File: src/rtl/logic_cell_pkg.sv
package logic_cell_pkg;

    localparam int N_SRC        = 32;
    localparam int N_LINES      = 4;
    localparam int SEL_W        = $clog2(N_SRC);
    localparam int MASK_W       = 2 * N_LINES;
    localparam int MODE_W       = 3;
    localparam int CFG_W        = 32;
    localparam int ADDR_W       = 2;
    localparam int FIELD_STRIDE = 8;
    localparam int CTL_EN_BIT   = 0;
    localparam int CTL_INV_BIT  = 1;
    localparam int CTL_MODE_LSB = 2;
    localparam int CTL_GINV_LSB = 8;

    localparam logic [ADDR_W-1:0] ADDR_CTL  = 2'd0;
    localparam logic [ADDR_W-1:0] ADDR_SEL  = 2'd1;
    localparam logic [ADDR_W-1:0] ADDR_MASK = 2'd2;

    typedef enum logic [MODE_W-1:0] {
        MODE_ANDOR = 3'd0,
        MODE_ORXOR = 3'd1,
        MODE_AND4  = 3'd2,
        MODE_SRLAT = 3'd3,
        MODE_DFF   = 3'd4,
        MODE_JKFF  = 3'd5,
        MODE_DLAT  = 3'd6,
        MODE_NAND4 = 3'd7
    } mode_e;

    typedef struct packed {
        logic                              en;
        logic                              out_inv;
        mode_e                             mode;
        logic [N_LINES-1:0]                gate_inv;
        logic [N_LINES-1:0][SEL_W-1:0]     sel;
        logic [N_LINES-1:0][MASK_W-1:0]    mask;
    } cfg_t;

    typedef struct packed {
        logic q;
        logic clk_prev;
    } core_st_t;

endpackage

File: src/rtl/logic_cell_cfg.sv
module logic_cell_cfg
    import logic_cell_pkg::*;
(
    input  logic              clk,
    input  logic              rst_n,
    input  logic              we,
    input  logic [ADDR_W-1:0] addr,
    input  logic [CFG_W-1:0]  wdata,
    output cfg_t              cfg
);

    cfg_t cfg_d, cfg_q;

    always_comb begin
        cfg_d = cfg_q;
        if (we) begin
            case (addr)
                ADDR_CTL: begin
                    cfg_d.en       = wdata[CTL_EN_BIT];
                    cfg_d.out_inv  = wdata[CTL_INV_BIT];
                    cfg_d.mode     = mode_e'(wdata[CTL_MODE_LSB +: MODE_W]);
                    cfg_d.gate_inv = wdata[CTL_GINV_LSB +: N_LINES];
                end
                ADDR_SEL: begin
                    for (int k = 0; k < N_LINES; k++) begin
                        cfg_d.sel[k] = wdata[k*FIELD_STRIDE +: SEL_W];
                    end
                end
                ADDR_MASK: begin
                    for (int k = 0; k < N_LINES; k++) begin
                        cfg_d.mask[k] = wdata[k*FIELD_STRIDE +: MASK_W];
                    end
                end
                default: ;
            endcase
        end
    end

    always_ff @(posedge clk or negedge rst_n) begin
        if (!rst_n) begin
            cfg_q <= '0;
        end else begin
            cfg_q <= cfg_d;
        end
    end

    assign cfg = cfg_q;

endmodule

File: src/rtl/logic_cell_gates.sv
module logic_cell_gates
    import logic_cell_pkg::*;
(
    input  logic [N_SRC-1:0]              src,
    input  logic [N_LINES-1:0][SEL_W-1:0] sel,
    input  logic [N_LINES-1:0][MASK_W-1:0] mask,
    input  logic [N_LINES-1:0]            gate_inv,
    output logic [N_LINES-1:0]            gate
);

    logic [N_LINES-1:0] line;

    for (genvar k = 0; k < N_LINES; k++) begin : g_line
        assign line[k] = src[sel[k]];
    end

    for (genvar k = 0; k < N_LINES; k++) begin : g_gate
        logic [N_LINES-1:0] true_terms;
        logic [N_LINES-1:0] inv_terms;
        assign true_terms = mask[k][N_LINES-1:0] & line;
        assign inv_terms  = mask[k][MASK_W-1:N_LINES] & ~line;
        assign gate[k]    = (|(true_terms | inv_terms)) ^ gate_inv[k];
    end

endmodule

File: src/rtl/logic_cell_core.sv
module logic_cell_core
    import logic_cell_pkg::*;
(
    input  logic               clk,
    input  logic               rst_n,
    input  logic               en,
    input  logic               out_inv,
    input  mode_e              mode,
    input  logic [N_LINES-1:0] gate,
    output logic               result,
    output logic               state
);

    core_st_t st_d, st_q;
    logic     edge_ev;
    logic     core_val;
    logic     jk_j, jk_k;

    always_comb begin
        st_d          = st_q;
        st_d.clk_prev = gate[0];
        edge_ev       = gate[0] & ~st_q.clk_prev;
        jk_j          = gate[1];
        jk_k          = gate[3];
        core_val      = st_q.q;

        case (mode)
            MODE_ANDOR: begin
                core_val = (gate[0] & gate[1]) | (gate[2] & gate[3]);
                st_d.q   = 1'b0;
            end
            MODE_ORXOR: begin
                core_val = (gate[0] | gate[1]) ^ (gate[2] | gate[3]);
                st_d.q   = 1'b0;
            end
            MODE_AND4: begin
                core_val = &gate;
                st_d.q   = 1'b0;
            end
            MODE_NAND4: begin
                core_val = ~(&gate);
                st_d.q   = 1'b0;
            end
            MODE_SRLAT: begin
                if (gate[2] | gate[3]) begin
                    st_d.q = 1'b0;
                end else if (gate[0] | gate[1]) begin
                    st_d.q = 1'b1;
                end
            end
            MODE_DFF: begin
                if (gate[2]) begin
                    st_d.q = 1'b0;
                end else if (gate[3]) begin
                    st_d.q = 1'b1;
                end else if (edge_ev) begin
                    st_d.q = gate[1];
                end
            end
            MODE_DLAT: begin
                if (gate[0]) begin
                    st_d.q = 1'b0;
                end else if (gate[3]) begin
                    st_d.q = 1'b1;
                end else if (gate[2]) begin
                    st_d.q = gate[1];
                end
            end
            MODE_JKFF: begin
                if (gate[2]) begin
                    st_d.q = 1'b0;
                end else if (edge_ev) begin
                    case ({jk_j, jk_k})
                        2'b10:   st_d.q = 1'b1;
                        2'b01:   st_d.q = 1'b0;
                        2'b11:   st_d.q = ~st_q.q;
                        default: st_d.q = st_q.q;
                    endcase
                end
            end
            default: ;
        endcase

        if (!en) begin
            st_d.q = 1'b0;
        end
    end

    always_ff @(posedge clk or negedge rst_n) begin
        if (!rst_n) begin
            st_q <= '0;
        end else begin
            st_q <= st_d;
        end
    end

    assign result = en & (core_val ^ out_inv);
    assign state  = st_q.q;

endmodule

File: src/rtl/logic_cell.sv
module logic_cell
    import logic_cell_pkg::*;
(
    input  logic              clk,
    input  logic              rst_n,
    input  logic              cfg_we,
    input  logic [ADDR_W-1:0] cfg_addr,
    input  logic [CFG_W-1:0]  cfg_wdata,
    input  logic [N_SRC-1:0]  src_in,
    output logic              out_int,
    output logic              out_pin
);

    cfg_t               cfg_w;
    logic [N_LINES-1:0] gate_w;
    logic               result_w;
    logic               state_w;

    logic_cell_cfg u_cfg (
        .clk   (clk),
        .rst_n (rst_n),
        .we    (cfg_we),
        .addr  (cfg_addr),
        .wdata (cfg_wdata),
        .cfg   (cfg_w)
    );

    logic_cell_gates u_gates (
        .src      (src_in),
        .sel      (cfg_w.sel),
        .mask     (cfg_w.mask),
        .gate_inv (cfg_w.gate_inv),
        .gate     (gate_w)
    );

    logic_cell_core u_core (
        .clk     (clk),
        .rst_n   (rst_n),
        .en      (cfg_w.en),
        .out_inv (cfg_w.out_inv),
        .mode    (cfg_w.mode),
        .gate    (gate_w),
        .result  (result_w),
        .state   (state_w)
    );

    assign out_int = result_w;
    assign out_pin = result_w;

endmodule

File: config.mk
export PLATFORM = sky130hd
export DESIGN_NAME = logic_cell
export DESIGN_NICKNAME = d
export VERILOG_FILES = /design/src/rtl/logic_cell_pkg.sv /design/src/rtl/logic_cell_cfg.sv /design/src/rtl/logic_cell_gates.sv /design/src/rtl/logic_cell_core.sv /design/src/rtl/logic_cell.sv
export SDC_FILE = /design/constraint.sdc
export NUM_CORES = 1
export LEC_CHECK = 0
export ABC_AREA = 1
export BUFFER_PORTS_ARGS = -buffer_cell sky130_fd_sc_hd__buf_2
export CAP_MARGIN = 15
export CORE_MARGIN = 2
export CORE_UTILIZATION = 63
export DETAILED_ROUTE_END_ITERATION = 8
export PLACE_DENSITY = 0.95
export SYNTH_ARGS = -nofsm -noshare
export SYNTH_HDL_FRONTEND = slang
export SYNTH_HIERARCHICAL = 1
export SYNTH_SLANG_ARGS = --single-unit
File: constraint.sdc
create_clock -name clk -period 3.7 [get_ports clk]
set_input_delay 0.185 -clock clk [delete_from_list [all_inputs] [get_ports clk]]
set_output_delay 0.185 -clock clk [all_outputs]
set_load 0.005 [all_outputs]
==> metrics list, run 1 <==
- Run status: finished clean
* Fraction of post-synthesis cell area in the top cell type by area: 0.3365
- The number of antenna violations at the first check in global routing was 0.
* Number of placement rows: 31
- Global-route wire length before repair: 24.25 mm
- For met2 alone, demand over resource in global routing was 0.5965.
- The floorplan step defined a die boundary enclosing 8141 um^2.
* Number of fill cells in the layout: 620
- Fmax: 0.3001 GHz
* Total count of max-transition violations in the final report: 0
* Largest net degree at the start of global routing: 42
* Area added between synthesis and finish: 9.883%
- WL per Instance: 17.27 um
- After routing, the total negative slack on setup checks comes to 0 ns.
- Highest-utilization routing layer at the global route stage: met2
- The number of nets in the synthesized netlist is 780.
- The worst-case IR drop observed on VDD is 0.3985 mV.
- Final std cell area, no fill: 5147 um^2
- Initial cell density of the core: 0.6493
- Of the synthesized area, sequential elements account for 0.3365.
- Crit path kind: flop to output pin
* Per-instance average area after synthesis: 6.589 um^2
- After synthesis, the cell types taking the most area are sky130_fd_sc_hd__dfrtp_1 (34%), sky130_fd_sc_hd__nand2_1 (27%), sky130_fd_sc_hd__nand3_1 (14%).
- Starting DRT DRC Count: 586
* Cell area after technology mapping: 4684 um^2
- The via count of the first global-routing pass was 4947.
- For met3 alone, demand over resource in global routing was 0.1492.
- For the worst setup path, the data required time is 3.51 ns.
- TritonCTS clock tree: yes
* Count of vias placed by the detailed router: 5194
- Measured along the x axis, the die boundary spans 90.23 um.
- In this run the power density over the cells is 509.8 nW/um^2.
* Count of cells along the worst register-to-register path: 20
- 0 antenna diodes ended up in the layout.
* Final Hold Violating Endpoints: 0
* CP endpoint kind: output pin
- Clock root buffer: sky130_fd_sc_hd__clkbuf_8
- Ports placed on the boundary: 71
* Hold Crit Class: primary input to flop
* Clock Skew: 0.01072 ns
- Clock buffers created by TritonCTS: 9
- Bufs on Longest Clock Path: 2
- Buffers added on ports: 70
- Register bit total from synthesis: 63
* Post-detailed-placement cell area: 4912 um^2
- The tool flagged a number of max-cap violations equal to 0.
* Post-synthesis cell type with the largest combined area: sky130_fd_sc_hd__dfrtp_1
- Measured against its own limit, the worst slew margin works out to 0.4162.
* Antenna-violating nets left: 0
- For this design, the sink count on the clock tree is 63.
- Setup violations remaining at the end of the flow were counted as 0.
- Library cells used by synthesis: 28
* Maximum fanout along the worst path: 18
- Min cycle time layout: 3.332 ns
* Yosys warning total: 6
- Number of remaining DRC errors: 0
- The clock tree synthesis step divided the H-tree into 3 levels.
* Arrival time reported for the critical path endpoint: 3.15 ns
- Global Route met1 Usage: 0.4626
- Number of iterations in the first detailed-routing pass: 6
- In the global route stage, overall resource usage came out at 0.3773.
- Via/cell ratio: 6.026
- At the end of the flow, the number of nets in the layout was 827.
- Summed over all nets, the half-perimeter wirelength after detailed placement is 10.48 mm.
- Unrepaired setup endpoints after global routing: false
- Placeable core region: 7214 um^2
- For this block, the routed nets add up to 14.89 mm of wire.
- Worst hold stages: 3
* Sort of element at the start of the critical path: flop
- The total overflow left after global routing is 0.
- Die Y: 90.23 um
- Synthesis produced 711 cells.
- Of the available clock period, the critical path in the final layout requires 0.9006.
* Fraction of layout instances using a drive strength above 1: 0.1809
- At the end of routability-driven placement, the weighted congestion stood at 1.014.
* Clock transition at the register clock pins on the worst setup and hold paths after CTS: 0.08 ns
* Standby leakage power: 2.783 nW
- Clock insertion delay at the later pin of the skew report: 0.34 ns
- Transition time of the tightest slew-check pin: 0.8733 ns
==> where the power goes <==
part           switching, W  internal [W]
Clock              0.000276      0.000398
Sequential         0.000159      0.000801
Combinational      0.000646      0.000344
==> critical path, stage by stage (launching register included) <==
cell,delay (ns)
sky130_fd_sc_hd__dfrtp_1,0.76
sky130_fd_sc_hd__inv_8,0.11
sky130_fd_sc_hd__nand2_1,0.10
sky130_fd_sc_hd__nand3_1,0.07
sky130_fd_sc_hd__nand3_1,0.09
sky130_fd_sc_hd__nand2_1,0.06
sky130_fd_sc_hd__nand2_1,0.10
sky130_fd_sc_hd__nand3_4,0.11
sky130_fd_sc_hd__nand3_1,0.11
sky130_fd_sc_hd__nand2_2,0.07
sky130_fd_sc_hd__nor2_4,0.13
sky130_fd_sc_hd__nand2_1,0.06
sky130_fd_sc_hd__nand2_1,0.05
sky130_fd_sc_hd__nand2_1,0.13
sky130_fd_sc_hd__nor2_1,0.20
sky130_fd_sc_hd__nand2_1,0.08
sky130_fd_sc_hd__nand3_1,0.09
sky130_fd_sc_hd__nand4_1,0.11
sky130_fd_sc_hd__nand2_1,0.07
sky130_fd_sc_hd__nand2_1,0.04
sky130_fd_sc_hd__nor2_1,0.10
sky130_fd_sc_hd__buf_2,0.13
==> final cells by class <==
type                       count  area (um^2)  area share
sequential                    63         1579      0.3068
clock inverter                 5        81.33     0.01580
timing repair buffer          76        397.9     0.07730
multi-input combinational    576         2681      0.5209
clock buffer                  11        141.4     0.02747
tap                           99        123.9     0.02406
inverter                      32        142.6     0.02771
==> timing repair <==
| item | in CTS | in global routing |
|---|---|---|
| endpoints found under the hold margin | 36 | 0 |
| resized for setup | 0 | 2 |
| setup endpoints to repair | 0 | 2 |
| hold buffers | 1 | 0 |
| setup buffers | 0 | 0 |
==> flip-flops by register name, indices dropped and copies added, names as in the netlist <==
signal and count:
u_core/st_q 1, u_core/state 1, u_cfg/cfg 61
==> synth_stat cells (all sizes together) <==
| cell type | n |
|---|---|
| inv | 32 |
| nand2 | 353 |
| nand3b | 3 |
| nor2 | 19 |
| a21oi | 1 |
| nor3 | 1 |
| buf | 31 |
| dfrtp | 63 |
| nand3 | 139 |
| nand4 | 54 |
| or2 | 1 |
| clkbuf | 9 |
| o21ai | 5 |
==> path summary, 6_finish.rpt <==
kind | start | end | slack, ns
max | u_cfg/cfg[42] | out_pin | 0.37
min | cfg_wdata[21] | u_cfg/cfg[21] | 0.1
max reg2reg | u_cfg/cfg[42] | u_core/state | 0.92
min reg2reg | u_cfg/cfg[27] | u_cfg/cfg[27] | 0.48
max in group asynchronous | rst_n | u_cfg/cfg[47] | 2.28
min in group asynchronous | rst_n | u_cfg/cfg[60] | 0.49
==> layer usage <==
metal  wire length, um  vias up
met5                 0        -
met4               497        0
met3              1931       49
met2              6895      336
met1              5560     2372
li1                  -     2437
==> cell usage in the layout (no fill, tap or decap) <==
cell type,Yosys,layout
sky130_fd_sc_hd__a21oi_1,1,1
sky130_fd_sc_hd__or2_2,1,1
sky130_fd_sc_hd__clkbuf_8,0,10
sky130_fd_sc_hd__nand3b_4,3,3
sky130_fd_sc_hd__nor2_4,4,4
sky130_fd_sc_hd__dlygate4sd3_1,0,1
sky130_fd_sc_hd__nand3_4,3,3
sky130_fd_sc_hd__o21ai_1,2,2
sky130_fd_sc_hd__clkinvlp_4,0,1
sky130_fd_sc_hd__buf_2,10,70
sky130_fd_sc_hd__clkinv_4,0,1
sky130_fd_sc_hd__nand2_2,19,19
sky130_fd_sc_hd__inv_6,3,3
sky130_fd_sc_hd__nor2_1,10,10
sky130_fd_sc_hd__bufinv_16,0,2
sky130_fd_sc_hd__nand4_1,54,54
sky130_fd_sc_hd__inv_1,25,25
sky130_fd_sc_hd__clkinv_2,0,1
sky130_fd_sc_hd__nor3_2,1,1
sky130_fd_sc_hd__nand2_4,1,1
sky130_fd_sc_hd__buf_4,2,5
sky130_fd_sc_hd__nand3_2,2,2
sky130_fd_sc_hd__nand3_1,134,134
sky130_fd_sc_hd__inv_2,3,3
sky130_fd_sc_hd__clkbuf_1,9,1
sky130_fd_sc_hd__o21ai_0,3,3
sky130_fd_sc_hd__dfrtp_2,0,2
sky130_fd_sc_hd__dfrtp_1,63,61
sky130_fd_sc_hd__nand2_1,333,333
sky130_fd_sc_hd__inv_8,1,1
sky130_fd_sc_hd__nor2_2,5,5
==> kinds of logic (layout without fill, tap and decap cells) <==
group	Yosys count	count (layout)	synth area share
buf+inv	72	124	0.09108
simple gates	570	570	0.5660
compound gates	6	6	0.006408
flops	63	63	0.3365
==> through the flow <==
step	util	power [W]	std cells	hold slack, ns	setup WS [ns]
2_1_floorplan	-	0.001696	711	-0.1106	1.252
3_3_place_gp	0.6809	0.001880	845	0.3436	0.8428
3_5_place_dp	0.6809	0.001916	845	0.3421	0.7301
4_1_cts	0.7131	0.002598	862	0.08786	0.3265
5_1_grt	0.7135	0.002794	862	0.1035	0.004210
6_report	0.7135	0.002624	862	0.09580	0.3679
No activity file was read; power rests on OpenSTA's default activity.
==> run 2: changes to the inputs <==
--- a/config.mk
+++ b/config.mk
@@ -5,11 +5,10 @@
 export SDC_FILE = /design/constraint.sdc
 export NUM_CORES = 1
 export LEC_CHECK = 0
-export ABC_AREA = 1
 export BUFFER_PORTS_ARGS = -buffer_cell sky130_fd_sc_hd__buf_2
 export CAP_MARGIN = 15
 export CORE_MARGIN = 2
-export CORE_UTILIZATION = 63
+export CORE_UTILIZATION = 61
 export DETAILED_ROUTE_END_ITERATION = 8
 export PLACE_DENSITY = 0.95
 export SYNTH_ARGS = -nofsm -noshare
==> run 2 against run 1 <==
- largest cell class unchanged
- the flow now finishes with violations (setup timing)
- power grew 7.6%
- critical path type unchanged
- sequential share of layout area grew 0.50 points
- die area shrank 7.6%
- register-to-register slack lost 0.74 ns
- highest routed layer unchanged
==> metrics list, run 2 <==
- The post-route worst setup slack came to -0.1979 ns (-0.5657 ns).
- The warning count from the yosys run came to 6 (unchanged).
* Clock buffers created by TritonCTS: 9 (unchanged)
* Placeable core region: 6719 um^2 (-6.9%)
- The remaining routing DRC violations is 0 (unchanged).
- Syn Nets: 430 (-45%)
* Pwr Density: 557.1 nW/um^2 (+9.3%)
- Arrival time reported for the critical path endpoint: 3.71 ns (+0.56 ns)
- Run status: finished with violations
- Maximum level of the CTS H-tree: 3 (unchanged)
- Count of vias placed by the detailed router: 3485 (-33%)
* Library cells used by synthesis: 43 (+54%)
* Die Y: 86.73 um (-3.9%)
- Clock transition at the register clock pins on the worst setup and hold paths after CTS: 0.07 ns (about the same)
* Fmax: 0.2566 GHz (-15%)
- The synthesized instance count was 361 (-49%).
* Worst max-slew margin expressed relative to the limit: 0.2641 (-0.1521)
- Psw: 0.0009809 W (-9.3%)
- The starting density of the core came to 0.6214 (-0.02791).
* Final net count: 520 (-37%)
- In the synthesized netlist the dominant register cell turns out to be sky130_fd_sc_hd__dfrtp_1.
- Antenna-violating nets left: 0 (unchanged)
- The top-area cell type share of the netlist area is 0.3776 (+0.04105).
- Clock Skew: 0.004339 ns (-0.006377 ns)
- DIE AREA: 7522 um^2 (-7.6%)
* Antenna fix cells: 0 (unchanged)
- Wire length reported by the detailed router: 11.57 mm (-22%)
- The multi-input logic area was 2525 um^2 (-5.8%).
- Maximum fanout along the worst path: 4 (-14)
- Setup repair after global routing could not meet its margin everywhere.
- The pin count of the biggest net entering global routing came to 33 (-21%).
- Fraction of the yosys area taken by sequential cells: 0.3776 (+0.04105)
* Bufs on Longest Clock Path: 2 (unchanged)
* Total overflow reported by the global router: 0 (unchanged)
- Finished Core Util: 0.7544 (+0.04088)
- The total of fill cells in the finished design came to 422 (-32%).
- From synthesis to final layout, the design area changed by 21.40%.
* Worst hold stages: 2 (-1)
* Number of iterations in the first detailed-routing pass: 5 (-1)
- Min cycle time layout: 3.898 ns (+0.5657 ns)
- Post-synthesis cell type with the largest combined area: sky130_fd_sc_hd__dfrtp_1
- Global Route Usage Sum: 0.3152 (-0.06211)
* Post-synth EDFFs: 0 (unchanged)
* Most numerous cell types in the synthesized netlist: sky130_fd_sc_hd__mux2i_1 (81), sky130_fd_sc_hd__dfrtp_1 (63), sky130_fd_sc_hd__mux2_2 (59)
- The share of total power consumed by net switching is 0.3474 (-0.06484).
* Global-route wire length before repair: 17.62 mm (-27%)
- The fraction of final layout cells sized beyond drive strength 1 was 0.4408 (+0.2599).
- The mean area per synthesized cell came to 11.57 um^2 (+76%).
- Hold Crit Class: primary input to flop
* Crit path kind: flop to output pin
- The fraction of registers with async set/reset came to 1.000 (unchanged).
- TritonCTS clock tree: yes
* Total count of max-transition violations in the final report: 0 (unchanged)
- Standby leakage power: 2.324 nW (-17%)
- Total number of clock tree sinks: 63 (unchanged)
- Ranked by total cell area, the synthesized netlist is headed by sky130_fd_sc_hd__dfrtp_1 (38%), sky130_fd_sc_hd__mux2i_1 (19%), sky130_fd_sc_hd__mux2_2 (16%).
* Number of cells after detailed placement: 507 (-40%)
* Max reg flops: 61 (unchanged)
* Violated checks: setup timing
- The via count of the first global-routing pass came to 3376 (-32%).
* Global placer's final weighted congestion: 0.9692 (-4.4%)
- The top cell types in the final layout, fill and taps aside, are sky130_fd_sc_hd__mux2i_1 (78), sky130_fd_sc_hd__buf_2 (70), sky130_fd_sc_hd__dfrtp_1 (60), sky130_fd_sc_hd__mux2_2 (59), sky130_fd_sc_hd__nand2_1 (25).
- The violation count after the first detailed-routing iteration came to 281 (-52%).
* Power share of the clock group: 0.236 (-0.021)
* WL per Instance: 21.59 um (+25%)
- Buffers added on ports: 70 (unchanged)
* Final Hold Violating Endpoints: 0 (unchanged)
- Internal power summed over all cells: 0.001843 W (+19%)
- The count of max-cap constraint violations came to 0 (unchanged).
- Sort of element at the start of the critical path: flop
- Cell area after technology mapping: 4175 um^2 (-11%)
* Number of placement rows: 30 (-3.2%)
* Die extent in x: 86.73 um (-3.9%)
* Setup Viol. Count Final: 2 (+2)
- Number of antenna violations at the first check in global routing: 0 (unchanged)
- The clock latency at the later pin of the worst-skew pair came to 0.35 ns (about the same).
- Final HPWL from detailed placement: 8.063 mm (-23%)
- The share of power burned in combinational logic was 0.421 (+0.044).
- The count of cells along the worst register-to-register path was 16 (-20%).
- The peak supply drop came to 0.3607 mV (-9.5%).
* Clock root buffer: sky130_fd_sc_hd__clkbuf_8
- Sequential group share of total power: 0.343 (-0.023)
- The routed via count divided by cell count was 6.502 (+7.9%).
- Cell with the most instances after synthesis: sky130_fd_sc_hd__mux2i_1
* Transition time of the tightest slew-check pin: 1.101 ns (+0.2272 ns)
- Register bit total from synthesis: 63 (unchanged)
- The worst endpoint required time is 3.51 ns (about the same).
- Most frequent standard cell in the layout excluding fill and tap cells: sky130_fd_sc_hd__mux2i_1
- The number of standard cells in the layout, taps in and fillers out came to 536 (-38%).
* Ports placed on the boundary: 71 (unchanged)
- Power consumption: 0.002824 W (+7.6%)
- Post-route clock period utilization: 1.053 (+0.1529)
* CP endpoint kind: output pin
- Register area: 1580 um^2 (about the same)
==> run 2: cell types whose count changed after synthesis, sizes merged, moves of 13 or more <==
cell | before | now
nand2 | 353 | 26
a21oi | 1 | 16
nand4 | 54 | 6
buf | 31 | 18
nand3 | 139 | 8
a22oi | 0 | 14
inv | 32 | 0
mux2 | 0 | 61
mux2i | 0 | 81
==> run 2: path summary, 6_finish.rpt <==
path / start / endpoint / slack, ns
worst max-delay path: u_cfg/cfg[38] / out_pin / -0.20
worst min-delay path: cfg_wdata[14] / u_cfg/cfg[14] / 0.06
worst max register to register: u_cfg/cfg[38] / u_core/state / 0.18
worst min register to register: u_cfg/cfg[26] / u_cfg/cfg[26] / 0.51
max in group asynchronous: rst_n / u_cfg/cfg[5] / 2.36
min in group asynchronous: rst_n / u_cfg/cfg[31] / 0.44
==> run 2: layer usage <==
metal | GRT usage | vias up | part of all wire
met3 | 0.04476 | 49 | 0.083
met2 | 0.5238 | 240 | 0.47
li1 | - | 1539 | -
met5 | 0 | - | 0
met4 | 0.1307 | 0 | 0.036
met1 | 0.4149 | 1657 | 0.41
==> run 2: final cells by class <==
type | count | area share
timing repair buffer | 97 | 0.1264
tap | 80 | 0.01975
multi-input combinational | 280 | 0.4981
sequential | 63 | 0.3118
clock buffer | 11 | 0.02789
clock inverter | 5 | 0.01605
==> run 2: power groups by stage <==
stage / sequential, W / clock [W] / combinational [W]
2_1_floorplan: 0.000906 / 0 / 0.000764
4_1_cts: 0.000959 / 0.000673 / 0.00112
3_3_place_gp: 0.000949 / 0 / 0.000942
6_report: 0.000969 / 0.000666 / 0.00119
3_5_place_dp: 0.000961 / 0 / 0.000985
5_1_grt: 0.000984 / 0.000702 / 0.00125
==> run 2: repair_timing <==
action,CTS,global route
cloned,1,0
setup buffers,8,3
hold buffers,1,0
gates resized for setup,25,7
endpoints found under the hold margin,31,0
pin swaps,19,10
endpoints found under the setup margin,2,2
==> run 2: worst max-delay path: stages, from the launching register on <==
cell and delay (ns):
sky130_fd_sc_hd__dfrtp_2 0.43, sky130_fd_sc_hd__buf_4 0.16, sky130_fd_sc_hd__mux2i_1 0.17, sky130_fd_sc_hd__and3_1 0.19
sky130_fd_sc_hd__a21oi_1 0.05, sky130_fd_sc_hd__and3_4 0.19, sky130_fd_sc_hd__a311oi_4 0.20, sky130_fd_sc_hd__buf_6 0.18
sky130_fd_sc_hd__mux2i_2 0.21, sky130_fd_sc_hd__nand4_1 0.17, sky130_fd_sc_hd__xor2_2 0.34, sky130_fd_sc_hd__nand4_1 0.21
sky130_fd_sc_hd__o21a_1 0.24, sky130_fd_sc_hd__o21ai_2 0.15, sky130_fd_sc_hd__a211oi_2 0.09, sky130_fd_sc_hd__mux2i_1 0.21
sky130_fd_sc_hd__buf_2 0.15
==> run 2: metrics by stage <==
step	setup WS, ns	setup TNS, ns	hold slack [ns]	cell area [um^2]
2_1_floorplan	0.3862	0	-0.1106	4175
3_5_place_dp	-0.1881	-0.3757	0.2824	4584
6_report	-0.1979	-0.3945	0.06138	5069
5_1_grt	-0.3114	-0.6225	0.06823	5069
3_3_place_gp	0.1089	0	0.2582	4584
4_1_cts	-0.09397	-0.1874	0.06157	5014
==> run 2: cells by family after synthesis <==
family / synth area share
multiplexers: 0.3587
buffers and inverters: 0.04405
flip-flops: 0.3776
XOR/XNOR: 0.01259
AO/OA/AOI/OAI: 0.09560
AND/OR/NAND/NOR: 0.1115
==> run 3: changes to the inputs <==
--- a/config.mk
+++ b/config.mk
@@ -10,6 +10,7 @@
 export CORE_MARGIN = 2
 export CORE_UTILIZATION = 61
 export DETAILED_ROUTE_END_ITERATION = 8
+export MAX_ROUTING_LAYER = met4
 export PLACE_DENSITY = 0.95
 export SYNTH_ARGS = -nofsm -noshare
 export SYNTH_HDL_FRONTEND = slang
==> run 3 against run 2 <==
- the run still ends with setup timing left
- setup slack got worse by 0.14 ns
- register-to-register slack got worse by 0.09 ns
- clock skew rose by 0.0057 ns
- highest routed layer unchanged
==> metrics list, run 3 (same netlist as run 2, synthesis figures left out) <==
- The number of antenna violations at the first check in global routing is 0 (unchanged).
* Required @ worst endpoint: 3.51 ns (about the same)
- Power share of the clock group: 0.187 (-0.049)
- Min cycle time layout: 4.034 ns (+0.1365 ns)
* Transition time of the tightest slew-check pin: 1.143 ns (+0.04237 ns)
* Worst min-delay path endpoint: u_cfg/cfg[30]
- The final cell utilization of the core was 0.7434 (-0.01099).
* Sequential group share of total power: 0.364 (+0.021)
* Via/cell ratio: 6.566 (+0.99%)
* Standby leakage power: 2.287 nW (-1.6%)
- Via count of the first global-routing pass: 3387 (+0.33%)
* Most frequent standard cell in the layout excluding fill and tap cells: sky130_fd_sc_hd__mux2i_1
- The sum of net half-perimeters after detailed placement is 7.724 mm (-4.2%).
- Internal power summed over all cells: 0.001710 W (-7.2%)
- The starting density of the core is 0.6214 (unchanged).
- The total clock buffers created by CTS is 9 (unchanged).
- The final clock period utilization by the worst path is 1.090 (+0.03689).
- The worst relative slew slack came to 0.2357 (-0.02833).
* Sort of element at the start of the critical path: flop
- Clock insertion delay at the later pin of the skew report: 0.34 ns (about the same)
- The number of stages on the worst hold path is 2 (unchanged).
* Maximum fanout along the worst path: 5 (+1)
- Die Y: 86.73 um (unchanged)
* Count of vias placed by the detailed router: 3526 (+1.2%)
- The I/O pin count was 71 (unchanged).
- The met3 wire length came to 943 um (-1.8%).
- The remaining routing DRC violations was 0 (unchanged).
* Psw: 0.0009474 W (-3.4%)
- The number of buffers on the longest clock path was 2 (unchanged).
* Global placer's final weighted congestion: 1.000 (+3.2%)
- The startpoint identified for the worst hold timing path is cfg_wdata[30].
* Run status: finished with violations
* Number of iterations in the first detailed-routing pass: 5 (unchanged)
* Violated checks: setup timing
* Clock transition at the register clock pins on the worst setup and hold paths after CTS: 0.07 ns (about the same)
- Setup Viol. Count Final: 2 (unchanged)
- Number of fill cells in the layout: 443 (+5.0%)
- The total power after layout was 0.002657 W (-5.9%).
* Global Route Usage Sum: 0.3211 (+0.005922)
- Pwr Density: 532.0 nW/um^2 (-4.5%)
* Crit path kind: flop to output pin
- The peak supply drop came to 0.3655 mV (+1.3%).
* Hold Crit Class: primary input to flop
- The count of input and output buffers was 70 (unchanged).
- Placeable core region: 6719 um^2 (unchanged)
* CP endpoint kind: output pin
- In this run the critical register-to-register path is launched from u_cfg/cfg[32].
* Destination of the worst register-to-register timing path: u_core/state
* Wire length reported by the detailed router: 11.48 mm (-0.77%)
- Clock root buffer: sky130_fd_sc_hd__clkbuf_8
- Proportion of power drawn by combinational gates: 0.448 (+0.027)
- The post-route antenna net violation count was 0 (unchanged).
- Total count of max-transition violations in the final report: 0 (unchanged)
* Largest net degree at the start of global routing: 49 (+48%)
- The share of total power consumed by net switching is 0.3565 (+0.009160).
* Source of the critical timing path: u_cfg/cfg[32]
- Final net count: 522 (+0.38%)
- Total number of clock tree sinks: 63 (unchanged)
- The post-route worst setup slack is -0.3344 ns (-0.1365 ns).
- The routed wirelength normalized by instance count is 21.38 um (-0.95%).
* Leading cell types in the layout, fill and taps excluded: sky130_fd_sc_hd__mux2i_1 (75), sky130_fd_sc_hd__buf_2 (70), sky130_fd_sc_hd__dfrtp_1 (61), sky130_fd_sc_hd__mux2_2 (59), sky130_fd_sc_hd__nand2_1 (25)
- Number of placement rows: 30 (unchanged)
- Unrepaired setup endpoints after global routing: true
* Final Hold Violating Endpoints: 0 (unchanged)
- Area added between synthesis and finish: 19.63%
- The leftover overflow at the end of global routing was 0 (unchanged).
- The number of flip-flops under the largest register name came to 61 (unchanged).
- The met2 routed wirelength is 5.362 mm (-0.98%).
- Clock Skew: 0.01006 ns (+0.005719 ns)
- Arrival time reported for the critical path endpoint: 3.85 ns (+0.14 ns)
- The maximum operating frequency came to 0.2479 GHz (-3.4%).
- Count of cells along the worst register-to-register path: 16 (unchanged)
- TritonCTS clock tree: yes
* Setup Total Neg Slack: -0.6609 ns (-0.2664 ns)
- The die span in x was 86.73 um (unchanged).
* Highest signal layer in the routed design: met4
- The count of max-cap constraint violations was 0 (unchanged).
- The violation count after the first detailed-routing iteration came to 385 (+37%).
- Maximum level of the CTS H-tree: 3 (unchanged)
* Fraction of layout instances using a drive strength above 1: 0.4354 (-0.005341)
- The number of antenna diodes was 0 (unchanged).
* Routed metal-1 wire length: 4.824 mm (+0.96%)
- DIE AREA: 7522 um^2 (unchanged)
- Reg2Reg Setup Slack: 0.09 ns (-0.09 ns)
* Global-route wire length before repair: 17.65 mm (+0.20%)
==> run 3: changes by cell type in the layout (fill, tap and decap cells not counted), sizes merged <==
cell / delta
clkbuf: +3
buf: +2
bufinv: -2
clkinv: -1
clkinvlp: -1
==> run 3: how the worst max path moves through the flow <==
| stage | endpoint | cells past startpoint |
|---|---|---|
| final | out_pin | 17 |
| after detailed placement | out_int | 15 |
| after CTS | out_int | 18 |
| after floorplan | out_pin | 15 |
| after global routing | out_pin | 16 |
| after global placement | out_pin | 15 |
==> run 3: cell type report <==
class	instances	area (um^2)	share of cell area
clock buffer	14	152.6	0.03056
clock inverter	1	5.005	0.001002
multi-input combinational	280	2520	0.5045
sequential	63	1579	0.3161
tap	80	100.1	0.02004
timing repair buffer	99	638.1	0.1278
==> run 3: timing repair <==
item | CTS | global route
endpoints found under the setup margin | 2 | 3
gates cloned | 0 | 0
gates resized for setup | 24 | 9
hold buffers | 1 | 0
endpoints found under the hold margin | 15 | 0
pin swaps | 17 | 10
buffers inserted | 12 | 3
==> run 3: critical path: stages, from the launching register on <==
cell and delay [ns]:
sky130_fd_sc_hd__dfrtp_1 0.40, sky130_fd_sc_hd__buf_12 0.14, sky130_fd_sc_hd__buf_4 0.12, sky130_fd_sc_hd__mux2i_1 0.19
sky130_fd_sc_hd__a22oi_1 0.12, sky130_fd_sc_hd__nand4b_1 0.14, sky130_fd_sc_hd__a21oi_1 0.08, sky130_fd_sc_hd__a311oi_4 0.24
sky130_fd_sc_hd__buf_6 0.19, sky130_fd_sc_hd__mux2i_1 0.24, sky130_fd_sc_hd__nand4_1 0.25, sky130_fd_sc_hd__xor2_2 0.25
sky130_fd_sc_hd__buf_4 0.17, sky130_fd_sc_hd__a221oi_2 0.24, sky130_fd_sc_hd__a2111oi_2 0.09, sky130_fd_sc_hd__a211oi_2 0.22
sky130_fd_sc_hd__mux2i_1 0.27, sky130_fd_sc_hd__buf_2 0.16
==> run 3: power groups by stage <==
stage	clock, W	combinational (W)	sequential, W
after CTS	0.000507	0.00112	0.000960
final	0.000497	0.00119	0.000968
after floorplan	0	0.000764	0.000906
after detailed placement	0	0.000976	0.000962
after global routing	0.000535	0.00125	0.000986
after global placement	0	0.000947	0.000948
==> run 3: metrics by stage <==
| step | cell area [um^2] | hold slack, ns | setup slack, ns | cells |
|---|---|---|---|---|
| 3_5_place_dp | 4577 | 0.1094 | -0.04636 | 506 |
| 2_1_floorplan | 4175 | -0.1106 | 0.3862 | 361 |
| 3_3_place_gp | 4577 | 0.1012 | 0.08591 | 506 |
| 4_1_cts | 4935 | 0.06304 | -0.1454 | 534 |
| 5_1_grt | 4995 | 0.06253 | -0.4461 | 537 |
| 6_report | 4995 | 0.07042 | -0.3344 | 537 |
==> run 3: layer usage <==
metal | global-route usage | vias to the layer above
li1 | - | 1537
met2 | 0.4874 | 236
met5 | - | -
met1 | 0.4332 | 1717
met3 | 0.05905 | 36
met4 | 0.1179 | 0
